==> src/rtl/ide_dec_pkg.sv <==
package ide_dec_pkg;

  localparam int HOST_DW = 32;

  typedef enum logic [1:0] {
    XW_BYTE  = 2'd0,
    XW_WORD  = 2'd1,
    XW_DWORD = 2'd2
  } xfer_w_e;

  // Bit mask covering the requested access width; odd codes cover the full bus.
  function automatic logic [HOST_DW-1:0] lane_mask(input logic [2:0] sz);
    case (sz)
      3'd1:    lane_mask = 32'h0000_00FF;
      3'd2:    lane_mask = 32'h0000_FFFF;
      default: lane_mask = 32'hFFFF_FFFF;
    endcase
  endfunction

  function automatic xfer_w_e size_to_w(input logic [2:0] sz);
    case (sz)
      3'd2:    size_to_w = XW_WORD;
      3'd4:    size_to_w = XW_DWORD;
      default: size_to_w = XW_BYTE;
    endcase
  endfunction

endpackage

==> src/rtl/ide_acc_check.sv <==
module ide_acc_check
  import ide_dec_pkg::*;
#(
  parameter int OFF_W     = 3,
  parameter int TF_BYTES  = 8,
  parameter int CTL_PORT  = 2,
  parameter int CTL_SHIFT = 2
) (
  input  logic             clk,
  input  logic             rst_n,
  input  logic             win,
  input  logic [OFF_W-1:0] off,
  input  logic [2:0]       size,
  input  logic             rd,
  input  logic             wr,
  output logic             fwd_rd,
  output logic             fwd_wr,
  output logic [OFF_W:0]   acc_addr,
  output logic [1:0]       acc_width
);

  localparam logic [OFF_W-1:0] CTL_PORT_V = OFF_W'(CTL_PORT);
  localparam logic [OFF_W-1:0] CTL_DEST_V = OFF_W'(CTL_PORT + CTL_SHIFT);

  logic size_byte, size_wide, tf_in_win, tf_ok, ctl_ok, legal;

  assign size_byte = (size == 3'd1);
  assign size_wide = (size == 3'd2) || (size == 3'd4);

  generate
    if (TF_BYTES >= (1 << OFF_W)) begin : g_tf_full
      assign tf_in_win = 1'b1;
    end else begin : g_tf_part
      assign tf_in_win = (off < OFF_W'(TF_BYTES));
    end
  endgenerate

  assign tf_ok  = !win && tf_in_win && (size_byte || (size_wide && off == '0));
  assign ctl_ok = win && size_byte && (off == CTL_PORT_V);
  assign legal  = tf_ok || ctl_ok;

  assign fwd_rd    = legal && rd && !wr;
  assign fwd_wr    = legal && wr && !rd;
  assign acc_addr  = win ? {1'b1, CTL_DEST_V} : {1'b0, off};
  assign acc_width = size_to_w(size);

  // a wide transfer only ever reaches the data port
  p_wide_off0_r3: assert property (@(posedge clk) disable iff (!rst_n)
    (fwd_rd || fwd_wr) && (acc_width != XW_BYTE) |-> !win && (off == '0));

  // control window forwards only a byte access at the honoured offset
  p_ctl_byte_r4: assert property (@(posedge clk) disable iff (!rst_n)
    (fwd_rd || fwd_wr) && win |-> (size == 3'd1) && (off == CTL_PORT_V));

endmodule

==> src/rtl/ide_rd_stage.sv <==
module ide_rd_stage
  import ide_dec_pkg::*;
(
  input  logic               clk,
  input  logic               rst_n,
  input  logic               cap,
  input  logic               hit,
  input  logic [2:0]         size,
  input  logic [HOST_DW-1:0] drv_rdata,
  output logic               rvalid,
  output logic [HOST_DW-1:0] rdata
);

  localparam int LANES = HOST_DW / 8;

  logic [HOST_DW-1:0] mask, nxt;

  assign mask = lane_mask(size);

  generate
    for (genvar g = 0; g < LANES; g++) begin : g_lane
      assign nxt[8*g +: 8] = mask[8*g] ? (hit ? drv_rdata[8*g +: 8] : 8'hFF) : 8'h00;
    end
  endgenerate

  always_ff @(posedge clk or negedge rst_n) begin
    if (!rst_n) begin
      rvalid <= 1'b0;
      rdata  <= '0;
    end else begin
      rvalid <= cap;
      if (cap) rdata <= nxt;
    end
  end

  // refused read of a word returns exactly sixteen ones
  p_ones_word_r5: assert property (@(posedge clk) disable iff (!rst_n)
    cap && !hit && (size == 3'd2) |=> rdata == 32'h0000_FFFF);

  // byte reads are zero-extended
  p_zext_byte_r8: assert property (@(posedge clk) disable iff (!rst_n)
    cap && (size == 3'd1) |=> rdata[31:8] == 24'h0);

endmodule

==> src/rtl/ide_chan_decoder.sv <==
module ide_chan_decoder
  import ide_dec_pkg::*;
#(
  parameter int OFF_W     = 3,
  parameter int TF_BYTES  = 8,
  parameter int CTL_PORT  = 2,
  parameter int CTL_SHIFT = 2
) (
  input  logic               clk,
  input  logic               rst_n,
  input  logic               host_win,
  input  logic [OFF_W-1:0]   host_off,
  input  logic [2:0]         host_size,
  input  logic               host_rd,
  input  logic               host_wr,
  input  logic [HOST_DW-1:0] host_wdata,
  output logic [HOST_DW-1:0] host_rdata,
  output logic               host_rvalid,
  output logic [OFF_W:0]     drv_addr,
  output logic [1:0]         drv_width,
  output logic               drv_rd,
  output logic               drv_wr,
  output logic [HOST_DW-1:0] drv_wdata,
  input  logic [HOST_DW-1:0] drv_rdata
);

  logic           fwd_rd, fwd_wr;
  logic [OFF_W:0] acc_addr;
  logic [1:0]     acc_width;

  ide_acc_check #(
    .OFF_W(OFF_W), .TF_BYTES(TF_BYTES), .CTL_PORT(CTL_PORT), .CTL_SHIFT(CTL_SHIFT)
  ) u_check (
    .clk(clk), .rst_n(rst_n), .win(host_win), .off(host_off), .size(host_size),
    .rd(host_rd), .wr(host_wr), .fwd_rd(fwd_rd), .fwd_wr(fwd_wr),
    .acc_addr(acc_addr), .acc_width(acc_width)
  );

  assign drv_rd    = fwd_rd;
  assign drv_wr    = fwd_wr;
  assign drv_addr  = acc_addr;
  assign drv_width = acc_width;
  assign drv_wdata = fwd_wr ? (host_wdata & lane_mask(host_size)) : '0;

  ide_rd_stage u_rd (
    .clk(clk), .rst_n(rst_n), .cap(host_rd), .hit(fwd_rd), .size(host_size),
    .drv_rdata(drv_rdata), .rvalid(host_rvalid), .rdata(host_rdata)
  );

  // a drive access is a read or a write, never both
  p_one_strobe_r11: assert property (@(posedge clk) disable iff (!rst_n)
    $onehot0({drv_rd, drv_wr}));

  // colliding host strobes never reach the drive
  p_collide_drop_r9: assert property (@(posedge clk) disable iff (!rst_n)
    host_rd && host_wr |-> !drv_rd && !drv_wr);

  // every host read yields a valid beat next cycle, nothing else does
  p_rvalid_r7: assert property (@(posedge clk) disable iff (!rst_n)
    host_rd |=> host_rvalid);
  p_no_rvalid_r7: assert property (@(posedge clk) disable iff (!rst_n)
    !host_rd |=> !host_rvalid);

  // a write strobe on the drive implies a legal host write
  p_no_stray_wr_r6: assert property (@(posedge clk) disable iff (!rst_n)
    drv_wr |-> host_wr && !host_rd);

endmodule

==> config.mk <==
export PLATFORM = sky130hd
export DESIGN_NAME = ide_chan_decoder
export DESIGN_NICKNAME = d
export VERILOG_FILES = /design/src/rtl/ide_dec_pkg.sv /design/src/rtl/ide_acc_check.sv /design/src/rtl/ide_rd_stage.sv /design/src/rtl/ide_chan_decoder.sv
export SDC_FILE = /design/constraint.sdc
export NUM_CORES = 1
export LEC_CHECK = 0
export BUFFER_PORTS_ARGS = -buffer_cell sky130_fd_sc_hd__buf_2
export CORE_MARGIN = 3
export CORE_UTILIZATION = 38
export CTS_CLUSTER_SIZE = 10
export DETAILED_ROUTE_END_ITERATION = 8
export GPL_TIMING_DRIVEN = 0
export PLACE_DENSITY = 0.79
export SETUP_SLACK_MARGIN = 0.5
export SYNTH_ARGS = -nofsm -noshare
export SYNTH_HDL_FRONTEND = slang
export SYNTH_SLANG_ARGS = --single-unit
==> constraint.sdc <==
create_clock -name clk -period 1.7 [get_ports clk]
set_clock_uncertainty 0.05 [all_clocks]
set_input_delay 0.085 -clock clk [delete_from_list [all_inputs] [get_ports clk]]
set_output_delay 0.085 -clock clk [all_outputs]
set_load 0.02 [all_outputs]
Word level (Yosys, flattened, before mapping)
Index checks and enable logic that the tools add are counted.

Word-level logic and storage cells: 34. Input port bits: 75. Flip-flop bits (word level): 33.

Muxes and demuxes: 12. Equality and inequality tests: 4. Reduce and logical (&&, ||, !) cells: 15. Bitwise logic cells: 1.

Operators by type and width (number): $mux 8 (8); $pmux 32 s2 (1); $and 32x32->32 (1); $mux 32 (1); $logic_and 1x1->1 (8); $eq 3x2->1 const B (2); $mux 4 (1); $pmux 2 s2 (1); $eq 3x1->1 const B (1); $eq 3x3->1 const B (1); $logic_not 1->1 (3); $logic_not 3->1 (1); $logic_or 1x1->1 (3).

Logic depth before layout (Yosys ltp)
Depth after elaboration: 10. Gate-level depth with buffers: 6. Depth with buffers taken out: 4.

Cells and area by module
A second synthesis with hierarchy kept.

Cells, all modules: 217. Area total of the unflattened synthesis: 1981.9 um2.

By module, submodules not included: ide_rd_stage (instances 1, cells each 145, sequential area each 825.8 um2, area each 1566.5 um2); ide_chan_decoder (instances 1, cells each 56, sequential area each 0.0 um2, area each 295.3 um2); ide_acc_check (instances 1, cells each 16, sequential area each 0.0 um2, area each 120.1 um2).

Least setup slack after synthesis
No wires, ideal clock.

Kind: in2out. Start point: input port host_off[1]. End point: output port drv_wdata[21]. Path slack: 0.298 ns. Stages on the path: 5. Arrival time: 1.267 ns. Path through: or4_4 -> nand2b_4 -> nor2_4 -> buf_4 -> and2_1.

Word-level cells in the longest chain between the ends: 8. Elaborated cells on any way between the ends: 10. Those cells by class: 1 x eq/ne; 1 x mux; 8 x reduce/logical.

RTL lines: start, declared (line ide_chan_decoder.sv:12) `input logic [OFF_W-1:0] host_off,`; $logic_not 3->1 (line ide_acc_check.sv:38) `assign tf_ok = !win && tf_in_win && (size_byte || (size_wide && off == '0));`; $logic_and 1x1->1 (line ide_acc_check.sv:38); $logic_or 1x1->1 (line ide_acc_check.sv:38); $logic_and 1x1->1 (line ide_acc_check.sv:38); $logic_or 1x1->1 * (line ide_acc_check.sv:40) `assign legal = tf_ok || ctl_ok;`; $logic_and 1x1->1 * (2 in series) (line ide_acc_check.sv:43) `assign fwd_wr = legal && wr && !rd;`; $mux 32 * (line ide_chan_decoder.sv:43) `assign drv_wdata = fwd_wr ? (host_wdata & lane_mask(host_size)) : '0;`; end, declared (line ide_chan_decoder.sv:23) `output logic [HOST_DW-1:0] drv_wdata,`.

Mark *: on every way between the ends. The rest lies on a longest branch, timed or not.

Worst setup path in the final report
Start point: input port host_off[1]. End point: output port drv_wdata[14].

The elaborated chain is that of the path after synthesis.

==> qor.csv <==
stage,metric,value,unit
setup_path,CP max FO,8,
setup_path,Crit Path Category,in -> out,
setup_path,RR Startpoint,u_rd.rdata[6],
placement,placed instance area,2580,µm²
clock_tree,clock transition at the registers of the reported paths,0.07,ns
placement,post-place setup slack,0.0146,ns
placement,Buffers on Ports,147,
clock_tree,Max clock buf depth,2,
detailed_routing,drt total wl,6220,µm
detailed_routing,DRC marker count from the first detailed-route iteration,52,
clock_tree,CTS tree,yes,
detailed_routing,DR vias/cell,4.87,
finish,layout overhead on the synthesized area,93.0,%
synth,Mean Syn Cell Area,10.9,µm²
detailed_routing,DR DRC count,0,
synth,flip-flop and latch count after synthesis,33,
synth,Cell variety after synth,28,
hold_path,hold endpoint,u_rd.rdata[12],
detailed_routing,routed wl met2,3550,µm
hold_path,Worst Hold Launch,drv_rdata[12],
finish,"commonest non-fill, non-tap cells in the layout","buf_2, buf_6, dfrtp_1, nand2b_1, and2_4",
finish,fin nets,410,
timing,Tcrit/Tclk final,97.0,%
synth,mapped cell area,1700,µm²
clock_tree,root buf cell,clkbuf_8,
timing,setup TNS,0,ns
timing,post-route setup slack,0.0506,ns
clock_tree,total clock sinks,33,
floorplan,Core ar.,4170,µm²
power,Cell Pwr Density,617,nW/µm²
global_routing,largest net degree at the start of global routing,34,
global_routing,global route total overflow,0,
hold_path,hold-critical path depth,2,
global_routing,first-pass GRT wire length,9030,µm
timing,Peak Freq,606,MHz
setup_path,startpoint types,input port,
detailed_routing,via count,1881,
floorplan,# IOs,148,
status,status,"finished, violations left",
timing,fin. max-slew vios,0,
clock_tree,CTS Buf Count,5,
clock_tree,H-tree depth,2,
global_routing,initial antenna violation count,0,
power,P_leak,1.63,nW
setup_path,CP endpoint kind,output port,
timing,Final setup viols,0,
floorplan,Initial Util,40.8,%
synth,Ys Warns,0,
setup_path,required time worst endpoint,1.56,ns
floorplan,Site Rows,23,
placement,dpl hpwl,4030,µm
synth,post-synthesis sequential area ratio,48.5,%
finish,design area,3290,µm²
setup_path,CP peak stage delay,0.53,ns
finish,share of cells above drive strength 1,69.6,%
setup_path,FF-to-FF setup slack,0.96,ns
synth,syn nets,231,
finish,"most common cell after layout, fill and taps aside",buf_2,
setup_path,CP max stage cell,or4_4,
setup_path,crit path DAT,1.51,ns
global_routing,total track usage,22.0,%
finish,n_diodes,0,
detailed_routing,WL met3,306,µm
floorplan,Die Width,72.9,µm
setup_path,worst-case reg-to-reg path depth,1,
setup_path,critical-path cell list,buf_6 > or4_4 > nand2b_4 > nor3_4 > and2_2 > buf_4,
hold_path,HP Class,in -> reg,
power,total power,2.03,mW
synth,Gate Count Post-Synth,156,
global_routing,number of global-route vias before repair,1920,
timing,fin crit period,1.65,ns
clock_tree,clock latency on the worst-skew pair,0.28,ns
timing,actual slew at the worst max-slew pin,0.724,ns
placement,dpl cells,353,
status,failing checks,hold timing,
detailed_routing,max layer used,met4,
floorplan,Die Footprint,5320,µm²
timing,hold_ws,-0.00529,ns
timing,relative max-transition margin,51.7,%
detailed_routing,Detailed Routing Iterations Pass 1,4,
flow_run,maxcap violations,0,
placement,final RePlAce weighted congestion,0.742,
detailed_routing,Avg WL per Cell,16.1,µm
setup_path,r2r endpoint,u_rd.rdata[6],
detailed_routing,Met1 Wirelength,2310,µm
floorplan,die height,72.9,µm
timing,unrepaired setup endpoints after global routing,yes,
power,Max IR drop VDD,0.613,mV
timing,endpoints failing hold,3,
detailed_routing,antenna-violating nets left,0,
finish,"non-filler cells, final",386,
logic make-up (layout without fill, tap and decap cells):
family	Yosys count	in the layout	share of synthesized area [%]
compound gates	35	35	17.8
xor+xnor	1	1	0.514
buf+inv	14	194	4.19
flops	33	33	48.5
simple gates	73	73	29.0
power breakdown:
group          internal (mW)  switching (mW)  leakage (nW)
clock network          0.366           0.281        0.0542
logic                  0.241           0.263          1.22
registers              0.847          0.0323         0.355
total                   1.45           0.575          1.63
layout make-up:
cell class	instances	area [µm²]
plain buffers	11	92.6
clock buffers	7	96.3
flip-flops and latches	33	826
well taps	50	62.6
fillers	279	886
repair buffers	172	1210
multi-input cells	109	978
clock inverters	1	5.00
inverters	3	16.3
worst max path at each step:
stage,depth (start not counted),to,start,slack [ns]
after CTS,7,drv_wdata[21],host_off[1],0.06
after detailed placement,5,u_rd.rdata[22],host_size[0],0.01
after global routing,7,drv_wdata[14],host_rd,0.005
after global placement,5,u_rd.rdata[27],host_size[0],0.03
after floorplan,4,drv_wdata[10],host_off[1],0.34
final,6,drv_wdata[14],host_off[1],0.05
per-stage QoR:
stage / utilization [%] / hold WS (ns)
floorplan: - / -0.261
global placement: 61.9 / 0.134
detailed placement: 61.9 / 0.132
CTS: 73.2 / 0.00956
global route: 78.8 / 0.00268
finish: 78.8 / -0.00529
cells in the mapped netlist (all sizes together):
| cell | count | area [µm²] |
|---|---|---|
| nor2b | 3 | 18.8 |
| or3b | 4 | 37.5 |
| and2 | 25 | 156 |
| xnor2 | 1 | 8.76 |
| clkbuf | 5 | 18.8 |
| dfrtp | 33 | 826 |
| a2bb2oi | 24 | 210 |
| o21ai | 1 | 8.76 |
| nor3 | 1 | 16.3 |
| and3 | 8 | 50.1 |
| nand2 | 1 | 3.75 |
| or4 | 1 | 11.3 |
| inv | 3 | 11.3 |
| nor2 | 1 | 11.3 |
| a21oi | 2 | 13.8 |
| or2 | 2 | 12.5 |
| and2b | 1 | 7.51 |
| nand3 | 1 | 5.00 |
| nand2b | 25 | 164 |
| o22a | 8 | 70.1 |
| buf | 6 | 41.3 |
critical path, delay by kind of cell:
kind                   cells  cell delay (ns)
buffers and inverters      2             0.23
AND/OR/NAND/NOR            4             1.19
per-layer routing:
metal | up-vias | global-route usage (%)
met5 | - | 0
met4 | 0 | 6.56
met3 | 5 | 4.68
met2 | 57 | 40.1
met1 | 918 | 25.7
li1 | 901 | -
repair_timing:
action                     4_1_cts  5_1_grt
setup endpoints to repair       63       66
hold endpoints to repair        42        4
hold buffers                    10        4
buffers inserted                 5        2
gates resized for setup         66       30
pin swaps                        9        8
gates cloned                     2        2
state kept, by name, summed over array words and instances (netlist names):
signal       count
u_rd.rdata      32
u_rd.rvalid      1
(Power assumes the default switching activity.)
